==> config.mk <==
export PLATFORM = sky130hd
export DESIGN_NAME = cap_packer
export DESIGN_NICKNAME = d
export VERILOG_FILES = /design/src/rtl/cap_pack_pkg.sv /design/src/rtl/cap_pack_dp.sv /design/src/rtl/cap_pack_ctrl.sv /design/src/rtl/cap_packer.sv
export SDC_FILE = /design/constraint.sdc
export NUM_CORES = 1
export LEC_CHECK = 0
export BUFFER_PORTS_ARGS = -buffer_cell sky130_fd_sc_hd__buf_2
export CORE_MARGIN = 8
export CORE_UTILIZATION = 35
export CTS_BUF_LIST = sky130_fd_sc_hd__clkbuf_16
export CTS_CLUSTER_SIZE = 8
export DETAILED_ROUTE_END_ITERATION = 6
export HOLD_SLACK_MARGIN = 0.1
export PLACE_DENSITY_LB_ADDON = 0.2
export SLEW_MARGIN = 20
export SYNTH_ARGS = -nofsm -noshare
export SYNTH_HDL_FRONTEND = slang
export SYNTH_SLANG_ARGS = --single-unit
==> constraint.sdc <==
create_clock -name clk -period 4 [get_ports clk]
set_input_delay 0.4 -clock clk [delete_from_list [all_inputs] [get_ports clk]]
set_output_delay 0.4 -clock clk [all_outputs]
set_load 0.1 [all_outputs]
==> src/rtl/cap_pack_pkg.sv <==
package cap_pack_pkg;

  localparam logic [7:0] FILL_BYTE = 8'hA5;
  localparam logic [7:0] ESC_BYTE  = 8'hA6;
  localparam logic [7:0] MARK_TAG  = 8'h01;
  localparam logic [7:0] ESC_FLIP  = 8'h20;
  localparam logic [6:0] DROP_MAX  = 7'h7F;

  typedef enum logic [3:0] {
    SEL_NONE, SEL_CRC_HI, SEL_CRC_LO, SEL_TAIL, SEL_MARK_ESC,
    SEL_MARK_TAG, SEL_MARK_CNT, SEL_DATA, SEL_FILL
  } outSel_t;

  typedef struct packed {
    outSel_t sel;          // byte source chosen this cycle
    logic    fire;         // byte actually written
    logic    takeSample;   // append incoming sample
    logic    refuseSample; // kept sample lost
    logic    countByte;    // byte belongs to block payload
    logic    crcRestart;   // CRC back to seed
    logic    markLatch;    // freeze drop count into marker
  } strobe_t;

  function automatic logic [15:0] crcStep(logic [15:0] c, logic [7:0] b);
    logic [15:0] r;
    r = c;
    for (int i = 7; i >= 0; i--) begin
      if (r[15] ^ b[i]) r = {r[14:0], 1'b0} ^ 16'h1021;
      else              r = {r[14:0], 1'b0};
    end
    return r;
  endfunction

endpackage

==> src/rtl/cap_pack_dp.sv <==
module cap_pack_dp
  import cap_pack_pkg::*;
#(
  parameter int SAMPLE_W = 12,
  parameter int ACC_W    = 24,
  localparam int CNT_W   = $clog2(ACC_W + 1)
) (
  input  logic                clk,
  input  logic                rstN,
  input  strobe_t             stb,
  input  logic [SAMPLE_W-1:0] sampleData,
  output logic [CNT_W-1:0]    accBits,
  output logic                dataSpecial,
  output logic                dropPending,
  output logic [7:0]          outByte
);

  logic [ACC_W-1:0] acc, accShift, sampleExt;
  logic [CNT_W-1:0] bitsAfter;
  logic [7:0]       dataByte, tailByte;
  logic [6:0]       dropCnt, markCnt, dropNext;
  logic [7:0]       dropSum;
  logic [15:0]      crc;
  logic             emitData;

  assign emitData    = stb.fire && (stb.sel == SEL_DATA);
  assign dataByte    = acc[ACC_W-1 -: 8];
  assign dataSpecial = (dataByte == FILL_BYTE) || (dataByte == ESC_BYTE);
  assign dropPending = (dropCnt != 7'd0);

  always_comb begin
    accShift  = emitData ? (acc << 8) : acc;
    bitsAfter = accBits;
    if (emitData) bitsAfter = (accBits >= CNT_W'(8)) ? accBits - CNT_W'(8) : '0;
    sampleExt = {sampleData, {(ACC_W-SAMPLE_W){1'b0}}} >> bitsAfter;
    dropSum   = {1'b0, dropCnt} + {7'd0, stb.refuseSample};
    dropNext  = (dropSum > {1'b0, DROP_MAX}) ? DROP_MAX : dropSum[6:0];
  end

  always_comb begin
    unique case (stb.sel)
      SEL_CRC_HI:   outByte = crc[15:8];
      SEL_CRC_LO:   outByte = crc[7:0];
      SEL_TAIL:     outByte = tailByte;
      SEL_MARK_ESC: outByte = ESC_BYTE;
      SEL_MARK_TAG: outByte = MARK_TAG;
      SEL_MARK_CNT: outByte = {1'b0, markCnt};
      SEL_DATA:     outByte = dataSpecial ? ESC_BYTE : dataByte;
      SEL_FILL:     outByte = FILL_BYTE;
      default:      outByte = 8'h00;
    endcase
  end

  always_ff @(posedge clk) begin
    if (!rstN) begin
      acc      <= '0;
      accBits  <= '0;
      tailByte <= '0;
      dropCnt  <= '0;
      markCnt  <= '0;
      crc      <= 16'hFFFF;
    end else begin
      acc     <= stb.takeSample ? (accShift | sampleExt) : accShift;
      accBits <= bitsAfter + (stb.takeSample ? CNT_W'(SAMPLE_W) : '0);
      if (emitData) tailByte <= dataByte ^ ESC_FLIP;
      if (stb.markLatch) begin
        markCnt <= dropNext;
        dropCnt <= '0;
      end else begin
        dropCnt <= dropNext;
      end
      if (stb.crcRestart)     crc <= 16'hFFFF;
      else if (stb.countByte) crc <= crcStep(crc, outByte);
    end
  end

  p_acc_cap_r1: assert property (@(posedge clk) disable iff (!rstN)
    accBits <= CNT_W'(ACC_W));
  p_mark_empty_r5: assert property (@(posedge clk) disable iff (!rstN)
    (stb.fire && stb.sel == SEL_MARK_ESC) |-> (accBits == '0));
  p_crc_seed_r6: assert property (@(posedge clk) disable iff (!rstN)
    (stb.fire && stb.sel == SEL_CRC_LO) |=> (crc == 16'hFFFF));

endmodule

==> src/rtl/cap_pack_ctrl.sv <==
module cap_pack_ctrl
  import cap_pack_pkg::*;
#(
  parameter int SAMPLE_W  = 12,
  parameter int ACC_W     = 24,
  parameter int BLOCK_LEN = 256,
  parameter int MODE_W    = 3,
  localparam int CNT_W    = $clog2(ACC_W + 1)
) (
  input  logic              clk,
  input  logic              rstN,
  input  logic              sampleValid,
  input  logic [MODE_W-1:0] captureMode,
  input  logic              ssActive,
  input  logic              drainStarved,
  input  logic              fifoFull,
  input  logic [CNT_W-1:0]  accBits,
  input  logic              dataSpecial,
  input  logic              dropPending,
  output strobe_t           stb,
  output logic              wrEn
);

  localparam int BLK_W = $clog2(BLOCK_LEN);
  localparam int DEC_W = (1 << MODE_W) - 1;

  logic [1:0]        crcStage, markStage;
  logic              tailPend, closeReq, prevSs;
  logic [MODE_W-1:0] prevMode;
  logic [BLK_W-1:0]  blkCnt;
  logic [DEC_W-1:0]  decCnt, decMask;
  logic [DEC_W:0]    decWide;
  logic [CNT_W-1:0]  bitsAfter;
  logic modeChange, closeNow, flushing, blockDone, closeDone, keep, blocked, room;

  assign modeChange = (captureMode != prevMode);
  assign closeNow   = closeReq || modeChange || (prevSs && !ssActive);
  assign flushing   = closeNow || dropPending;
  assign decWide    = ({{DEC_W{1'b0}}, 1'b1} << captureMode) - 1'b1;
  assign decMask    = decWide[DEC_W-1:0];
  assign keep       = ((decCnt & decMask) == '0);

  always_comb begin
    stb = '0;
    stb.sel = SEL_NONE;
    if      (crcStage == 2'd1)  stb.sel = SEL_CRC_HI;
    else if (crcStage == 2'd2)  stb.sel = SEL_CRC_LO;
    else if (tailPend)          stb.sel = SEL_TAIL;
    else if (markStage == 2'd1) stb.sel = SEL_MARK_TAG;
    else if (markStage == 2'd2) stb.sel = SEL_MARK_CNT;
    else if (accBits >= CNT_W'(8) || (flushing && accBits != '0)) stb.sel = SEL_DATA;
    else if (dropPending)       stb.sel = SEL_MARK_ESC;
    else if (ssActive && drainStarved) stb.sel = SEL_FILL;
    stb.fire       = (stb.sel != SEL_NONE) && !fifoFull;
    stb.countByte  = stb.fire && !(stb.sel inside {SEL_CRC_HI, SEL_CRC_LO, SEL_FILL});
    stb.crcRestart = stb.fire && (stb.sel == SEL_CRC_LO);
    stb.markLatch  = stb.fire && (stb.sel == SEL_MARK_ESC);
    bitsAfter = accBits;
    if (stb.fire && stb.sel == SEL_DATA)
      bitsAfter = (accBits >= CNT_W'(8)) ? accBits - CNT_W'(8) : '0;
    room    = (int'(bitsAfter) + SAMPLE_W) <= ACC_W;
    blocked = closeNow || dropPending;
    stb.takeSample   = sampleValid && keep && !blocked && room;
    stb.refuseSample = sampleValid && keep && !stb.takeSample;
  end

  assign wrEn      = stb.fire;
  assign blockDone = stb.countByte && (blkCnt == BLK_W'(BLOCK_LEN - 1));
  assign closeDone = closeNow && crcStage == 2'd0 && !tailPend && markStage == 2'd0 &&
                     accBits == '0 && !stb.countByte;

  always_ff @(posedge clk) begin
    if (!rstN) begin
      crcStage  <= '0;
      markStage <= '0;
      tailPend  <= 1'b0;
      closeReq  <= 1'b0;
      prevSs    <= 1'b0;
      prevMode  <= '0;
      blkCnt    <= '0;
      decCnt    <= '0;
    end else begin
      prevSs   <= ssActive;
      prevMode <= captureMode;
      closeReq <= closeNow && !closeDone;
      if (modeChange)       decCnt <= '0;
      else if (sampleValid) decCnt <= decCnt + 1'b1;
      if (stb.fire && stb.sel == SEL_CRC_HI)      crcStage <= 2'd2;
      else if (stb.fire && stb.sel == SEL_CRC_LO) crcStage <= 2'd0;
      else if (blockDone || (closeDone && blkCnt != '0)) crcStage <= 2'd1;
      if (blockDone || closeDone) blkCnt <= '0;
      else if (stb.countByte)     blkCnt <= blkCnt + 1'b1;
      if (stb.fire && stb.sel == SEL_DATA && dataSpecial) tailPend <= 1'b1;
      else if (stb.fire && stb.sel == SEL_TAIL)           tailPend <= 1'b0;
      if (stb.markLatch)                             markStage <= 2'd1;
      else if (stb.fire && stb.sel == SEL_MARK_TAG)  markStage <= 2'd2;
      else if (stb.fire && stb.sel == SEL_MARK_CNT)  markStage <= 2'd0;
    end
  end

  p_no_write_full_r8: assert property (@(posedge clk) disable iff (!rstN)
    fifoFull |-> !wrEn);
  p_filler_gate_r4: assert property (@(posedge clk) disable iff (!rstN)
    (wrEn && stb.sel == SEL_FILL) |-> (ssActive && drainStarved));
  p_crc_pair_r6: assert property (@(posedge clk) disable iff (!rstN)
    (wrEn && stb.sel == SEL_CRC_HI) |=> (!wrEn || stb.sel == SEL_CRC_LO));
  p_tail_next_r3: assert property (@(posedge clk) disable iff (!rstN)
    (wrEn && stb.sel == SEL_DATA && dataSpecial) |=>
      (!wrEn || stb.sel inside {SEL_TAIL, SEL_CRC_HI, SEL_CRC_LO}));

endmodule

==> src/rtl/cap_packer.sv <==
module cap_packer
  import cap_pack_pkg::*;
#(
  parameter int SAMPLE_W  = 12,
  parameter int ACC_W     = 24,
  parameter int BLOCK_LEN = 256,
  parameter int MODE_W    = 3
) (
  input  logic                clk,
  input  logic                rstN,
  input  logic                sampleValid,
  input  logic [SAMPLE_W-1:0] sampleData,
  input  logic [MODE_W-1:0]   captureMode,
  input  logic                ssActive,
  input  logic                drainStarved,
  input  logic                fifoFull,
  output logic                fifoWrEn,
  output logic [7:0]          fifoWrData
);

  localparam int CNT_W = $clog2(ACC_W + 1);

  strobe_t          stb;
  logic [CNT_W-1:0] accBits;
  logic             dataSpecial, dropPending;

  cap_pack_ctrl #(.SAMPLE_W(SAMPLE_W), .ACC_W(ACC_W), .BLOCK_LEN(BLOCK_LEN), .MODE_W(MODE_W)) uCtrl (
    .clk(clk), .rstN(rstN), .sampleValid(sampleValid), .captureMode(captureMode),
    .ssActive(ssActive), .drainStarved(drainStarved), .fifoFull(fifoFull),
    .accBits(accBits), .dataSpecial(dataSpecial), .dropPending(dropPending),
    .stb(stb), .wrEn(fifoWrEn));

  cap_pack_dp #(.SAMPLE_W(SAMPLE_W), .ACC_W(ACC_W)) uDp (
    .clk(clk), .rstN(rstN), .stb(stb), .sampleData(sampleData),
    .accBits(accBits), .dataSpecial(dataSpecial), .dropPending(dropPending),
    .outByte(fifoWrData));

endmodule

==> results of run 1 <==
-- cells by family (layout without fill, tap and decap cells) --
group                      count (synthesis)  count (layout)  synth area share (%)
AOI/OAI and AO/OA                        219             219                  24.8
xor gates and xnor gates                  38              38                  6.83
adders and majority gates                 10              10                  2.19
buffers and inverters                     80             107                  5.80
DFF                                       92              92                  30.9
muxes                                     23              23                  3.97
and+or+nand+nor                          313             313                  25.4
-- power breakdown --
part	internal (mW)	leakage (nW)	switching (mW)
Sequential	1.02	0.748	0.124
Combinational	1.10	1.61	1.78
Clock	0.540	0.155	0.355
Total	2.67	2.51	2.26
-- repair_timing --
action	4_1_cts	5_1_grt
gates resized for setup	0	15
buffers inserted	0	5
endpoints found under the setup margin	0	12
-- synth_stat cells, types with 4 or more instances --
master,number
a211o_1,6
nor3_1,10
inv_1,26
mux2_2,5
a211oi_1,13
o211ai_1,17
o21ai_1,5
o21ai_0,38
clkbuf_1,35
and4_1,4
a21boi_0,5
nand3_1,27
buf_6,4
buf_2,6
or3_1,5
a21oi_1,59
mux2i_1,18
ha_1,8
xor2_1,15
and3_1,10
a31oi_1,23
nor2_1,76
o22ai_1,6
xnor2_1,18
and2_1,13
nand4_1,19
nand2b_1,11
nand2_1,111
or2_2,5
dfxtp_1,92
xor3_1,4
buf_1,4
-- final cells by class --
cell class                      instances  share of cell area [%]
Tap cell                              220                    4.02
Timing Repair Buffer                   62                    7.05
Clock buffer                            9                    3.29
Inverter                               29                    1.59
Clock inverter                          7                    1.22
Multi-Input combinational cell        603                    55.9
Sequential cell                        92                    26.9
-- layout by cell type (no fill, tap or decap), types with 4 or more instances in the layout --
cell type and n:
nand3_1 27, xor3_1 4, ha_1 6, nand4_1 19, buf_12 6, and2_1 12, buf_4 33, dfxtp_1 90
inv_1 28, and3_1 10, xnor2_1 18, or3_1 5, o22ai_1 6, o21ai_0 36, nor2_1 76, a31oi_1 23
nor3_1 10, nand2_1 111, a211o_1 6, buf_2 23, nand2b_1 11, clkbuf_16 9, a211oi_1 12, xor2_1 15
a21boi_0 4, o211ai_1 17, or2_2 4, mux2_2 5, mux2i_1 18, o21ai_1 7, a21oi_1 59
-- stage by stage --
step / cell area, µm² / hold WS, ps / setup WS (ps) / instances
global route: 6860 / 350 / -3.52 / 1022
finish: 6860 / 330 / 127 / 1022
floorplan: 5960 / 436 / -608 / 775
CTS: 6760 / 319 / 133 / 1017
global placement: 6450 / 449 / 303 / 1001
detailed placement: 6450 / 448 / 159 / 1001
-- worst reg2reg max path: cells and delay by family (launching register included) --
kind / cells / cell delay [ps]
AND/OR/NAND/NOR: 5 / 1850
buffers and inverters: 2 / 380
AO/OA/AOI/OAI: 3 / 550
XOR/XNOR: 1 / 460
multiplexers: 1 / 160
flip-flops: 1 / 350
-- worst min-delay path by stage --
stage | to | slack, ps | depth (start not counted)
after floorplan | uDp.acc[1] | 440 | 2
after global placement | uDp.acc[1] | 450 | 2
after detailed placement | uDp.tailByte[1] | 450 | 2
after CTS | uCtrl.prevSs | 320 | 3
after global routing | uCtrl.prevSs | 350 | 3
final | uCtrl.prevSs | 330 | 3
-- state kept, by name (all words and copies together) (netlist names), 3 cells and up --
name and flops:
uCtrl.blkCnt 8, uCtrl.decCnt 7, uCtrl.prevMode 3, uDp.acc 24, uDp.accBits 5, uDp.crc 16
uDp.dropCnt 7, uDp.markCnt 7, uDp.tailByte 8
-- layer usage --
metal,global-route usage [%],up-vias
met2,25.7,129
met5,0,-
li1,-,2847
met4,4.69,0
met3,3.15,21
met1,21.7,2738
==> summary.txt, run 1 <==
Status
  – Outcome: completed

Clocking
  – CTS clock-pin slew for the worst setup and hold paths: 60 ps
  – CTS tree: built
  – # clock sinks: 92
  – CTS Buf Count: 9
  – CTS H-tree depth: 3
  – Post-CTS Hold Buffers: 0
  – Max Root-Sink Buffers: 2
  – Clock Latency Late Sink: 340 ps
  – Clk Tree Root Cell: clkbuf_16

Worst setup path
  – CP bufs+invs: 4
  – Crit path launch: uDp.dropCnt[1]
  – Crit path capture: fifoWrData[2]
  – CP max stage delay: between 500 and 600 ps
  – Slowest CP cell: or4_4
  – Internal reg-to-reg setup slack: 150 ps
  – FF-to-FF Start: uDp.dropCnt[1]
  – Crit Path Max Fanout: 10
  – Crit-path cells: or4_4 > nor4_4 > buf_4 > and4_4 > o311ai_4 > buf_4 > and3_1 > buf_4 > mux2i_1 > o211ai_2 > buf_12
  – Startpoint Class: flop
  – Most common cell on crit path: buf_4
  – Critical Path RT: 3600 ps
  – Critical path class: flop to output pin
  – Reg2reg path depth: 12
  – Crit end category: output pin
  – Critical R2R Capture: uDp.crc[12]
  – Largest delay share family, worst path: simple AND/OR/NAND/NOR gates
  – Arrival @ worst endpoint: 3470 ps
  – Instance count on the critical path: 11

Die
  – Core ar.: 0.0166 mm²
  – Rows: 47
  – Starting Density: a little over a third
  – Horiz. Die Dim: 146 µm
  – Die ar.: around 0.021 mm²
  – Io pins: 30
  – Die Y: 146 µm

Drt
  – Routed wire per std cell: 16.8 µm
  – Remaining antenna violation count after routing: 0
  – Met3 WL: 671 µm
  – Max Used Layer: met4
  – Metal2 WL: 7890 µm
  – First DRT Iteration DRCs: between 300 and 400
  – Routed vias/inst: 5.61
  – Remaining DRCs: 0
  – Met1 wire length: around 8300 µm
  – Final wirelength: 17,200 µm
  – Vias: 5,735
  – Initial DRT Pass Iterations: 6

STA
  – Slew Limit Fails: 0
  – Rel. slew slack: 49.2%
  – Worst-case clock skew: approximately 5.7 ps
  – Final setup fails: 0
  – Least-Margin Pin Slew: 758 ps
  – Final Hold Vio Count: 0
  – Period minus WS final: just under 4000 ps
  – Achievable clock frequency: 0.258 GHz
  – Setup_tns: 0 ps
  – Final worst-path cycle share: between 90 and 100%

Synthesis
  – Number of warnings issued by yosys: 0
  – Seq cells post-synth: 92
  – Number of enable flip-flop cells after synthesis: 0
  – Share of the synthesized area in the top cell type: 30.9%
  – Post-Synthesis Cells: 775
  – Yosys top cell by area: dfxtp_1
  – Main flop type after synthesis: dfxtp_1
  – Syn Area/Cell: slightly below 8 µm²
  – Post-synth ARST share: 0%
  – Mapped Nets: 805
  – Unique masters post-synth: just over 80
  – Area contributors post-synth: dfxtp_1 (31%), nand2_1 (7.0%), a21oi_1 (5.0%), nor2_1 (4.8%), o21ai_0 (3.2%)
  – Sequential fraction of the synthesis area: between 30 and 40%
  – Post-Synthesis Cell Area: slightly below 0.006 mm²

GRT
  – Gr ovfl total: 0
  – Antenna violations before repair: 0
  – Total GRT Usage: between 10% and 20%
  – First-pass GRT wire length: 28,700 µm
  – Largest net degree at the start of global routing: just under 50
  – Vias in the first global route: between 5,000 and 6,000

Placed design
  – Number of I/O port buffers: 29
  – Post-DP HPWL: around 13,000 µm
  – Final GP Congestion: 0.878

Pwr
  – Tot Pwr: roughly 5 mW
  – Leak Pwr: 2.51 nW
  – Pwr per Cell Area: approximately 720 mW/mm²
  – Peak supply drop: between 1 and 1.5 mV

Cells and area
  – Nets: 827
  – N_diodes: 0
  – Layout Utilization: roughly two fifths
  – Sequential cell area: 0.00184 mm²
  – Share of cells above drive strength 1: 14.2%
  – Footprint of the multi-input gates: 0.00383 mm²
  – FILL cells: 1,724
  – P&R area growth vs syn: 15.1%

Hold path
  – Min-Delay Path Class: input port to flop
  – Worst Hold Launch: ssActive

Run
  – MaxCap Viol Count: 0
Note: power is estimated with default switching activity, not from simulation.
==> run 2: changes to the inputs <==
--- a/config.mk
+++ b/config.mk
@@ -12,7 +12,6 @@
 export CTS_CLUSTER_SIZE = 8
 export DETAILED_ROUTE_END_ITERATION = 6
 export HOLD_SLACK_MARGIN = 0.1
-export PLACE_DENSITY_LB_ADDON = 0.2
 export SLEW_MARGIN = 20
 export SYNTH_ARGS = -nofsm -noshare
 export SYNTH_HDL_FRONTEND = slang
==> run 2 against run 1 <==
Against the previous run: cell area increased by 0.44%; global-route usage decreased by 0.98 points; register-to-register slack about the same; wire length decreased by 4.0%; maximum frequency increased by 0.21%; utilization increased by 0.18 points; critical path type is now flop to flop.
==> summary.txt, run 2 (synthesis gave the netlist of run 1 again) <==
Cells and area
  – Sequential cell area: 0.00184 mm²
  – Layout Utilization: 41.5%
  – N_diodes: 0
  – FILL cells: 1,716
  – Most flops, register: uDp.acc
  – Share of cells above drive strength 1: between 10% and 20%
  – P&R area growth vs syn: 15.6%
  – Final non-filler cell total: 1,022
  – Registers with the most flip-flops: uDp.acc x24, uDp.crc x16
  – Design area: 0.00689 mm²
  – Nets: 827
  – Max FFs per register: 24
  – Commonest non-fill, non-tap cells in the layout: nand2_1 (111), dfxtp_1 (92), nor2_1 (76)
  – Most common cell after layout, fill and taps aside: nand2_1
  – Footprint of the multi-input gates: between 0.003 and 0.004 mm²

Pwr
  – Leak Pwr: 2.52 nW
  – Peak supply drop: 0.767 mV
  – Pwr per Cell Area: 720 mW/mm²

Placed design
  – Area after DPL: approximately 0.0065 mm²
  – Post-DP HPWL: 12,000 µm
  – Placed insts: ~1,000
  – Final GP Congestion: 0.856
  – Number of I/O port buffers: 29

Drt
  – Vias: between 5,000 and 6,000
  – Initial DRT Pass Iterations: 5
  – Remaining antenna violation count after routing: 0
  – Routed vias/inst: 5.49
  – Final wirelength: 16,500 µm
  – Remaining DRCs: 0
  – Routed wire per std cell: approximately 16 µm
  – First DRT Iteration DRCs: 422

Clocking
  – CTS clock-pin slew for the worst setup and hold paths: 70 ps
  – Clk Tree Root Cell: clkbuf_16
  – Clock Latency Late Sink: 350 ps
  – # clock sinks: 92
  – Max Root-Sink Buffers: 2
  – CTS H-tree depth: 3
  – CTS tree: built
  – CTS Buf Count: 9
  – Post-CTS Hold Buffers: 0

STA
  – Setup_tns: 0 ps
  – Achievable clock frequency: 0.259 GHz
  – Final Hold Vio Count: 0
  – Period minus WS final: 3860 ps
  – Least-Margin Pin Slew: 769 ps
  – Rel. slew slack: between 40 and 50%
  – Final worst-path cycle share: 96.6%
  – Worst-case clock skew: 6.03 ps
  – Final hold slack: 324 ps
  – Final setup fails: 0
  – Slew Limit Fails: 0

Run
  – MaxCap Viol Count: 0

Status
  – Outcome: completed

GRT
  – GR Util met1: 21.3%
  – Largest net degree at the start of global routing: 49
  – Vias in the first global route: about 5,000
  – First-pass GRT wire length: 26,800 µm
  – Busiest grt layer: met2
  – Met3 Track Usage GR: 3.31%
  – Gr ovfl total: 0
  – GRT met2 Usage: a little under a quarter
  – Total GRT Usage: 15.2%
  – Antenna violations before repair: 0

Worst setup path
  – Critical Path RT: 4270 ps
  – Internal reg-to-reg setup slack: 140 ps
  – Arrival @ worst endpoint: 4130 ps
  – FF-to-FF Start: uDp.dropCnt[1]
  – Crit end category: flop
  – Startpoint Class: flop
  – Critical R2R Capture: uDp.markCnt[3]
  – Crit Path Max Fanout: 6
  – Critical path class: flop to flop
  – Reg2reg path depth: 16

Die
  – Die Y: 146 µm
  – Io pins: 30
  – Horiz. Die Dim: 146 µm
  – Die ar.: 0.0214 mm²
  – Core ar.: 0.0166 mm²
  – Starting Density: 35.9%
  – Rows: between 40 and 50

Hold path
  – Min-Delay Path Class: input port to flop
  – Worst Hold Launch: ssActive
  – Hold path depth: 3
  – Hold endpoint: uCtrl.prevSs
==> run 2: what timing repair did <==
item / 4_1_cts / 5_1_grt
setup endpoints to repair: 0 / 8
buffers inserted: 0 / 5
hold endpoints to repair: 0 / 0
gates resized for setup: 0 / 17
==> run 2: area by class of cell <==
| type | instances | area share [%] |
|---|---|---|
| clock inverters | 7 | 1.31 |
| multi-input cells | 603 | 55.8 |
| well taps | 220 | 4.00 |
| clock buffers | 9 | 3.27 |
| flip-flops and latches | 92 | 26.7 |
| repair buffers | 62 | 7.27 |
| inverters | 29 | 1.58 |
==> run 2: metrics by stage <==
step	total power [mW]	setup slack (ps)
3_5_place_dp	4.00	141
6_report	4.95	136
5_1_grt	5.25	-47.9
2_1_floorplan	3.24	-608
4_1_cts	4.94	117
3_3_place_gp	3.99	271
==> run 2: critical path, cell delays in order (launching register included) <==
cell and delay (ps):
dfxtp_1 350, or4_4 560, nor4_4 410, nand4_1 140, buf_4 180, a31oi_2 210, nand4bb_1 180, o21ai_1 100
or2_4 270, o211ai_4 190, and2_1 200, ha_4 160, and4_4 270, nand4_1 190, o21ai_2 120, nor2_1 50
a211oi_1 200
==> run 2: where the power goes <==
group / switching [mW] / leakage [nW] / total [mW] / internal, mW
Combinational: 1.77 / 1.62 / 2.89 / 1.11
Clock: 0.374 / 0.153 / 0.920 / 0.546
Sequential: 0.126 / 0.747 / 1.15 / 1.02
Total: 2.27 / 2.52 / 4.95 / 2.68
==> run 2: how the worst max path moves through the flow <==
stage	startpoint	endpoint	slack, ps	cells after the start
3_5_place_dp	uDp.dropCnt[1]	uDp.markCnt[3]	140	15
5_1_grt	uDp.dropCnt[1]	uDp.markCnt[3]	-50	16
3_3_place_gp	uDp.dropCnt[1]	uDp.markCnt[4]	270	14
6_report	uDp.dropCnt[1]	uDp.markCnt[3]	140	16
4_1_cts	uDp.dropCnt[1]	uDp.markCnt[3]	120	15
2_1_floorplan	uDp.accBits[0]	fifoWrData[3]	-610	9
==> run 2: layer usage <==
metal | part of all wire (%) | vias up
met5 | 0 | -
met1 | 49 | 2603
li1 | - | 2843
met3 | 5.1 | 12
met4 | 1.1 | 0
met2 | 44 | 157
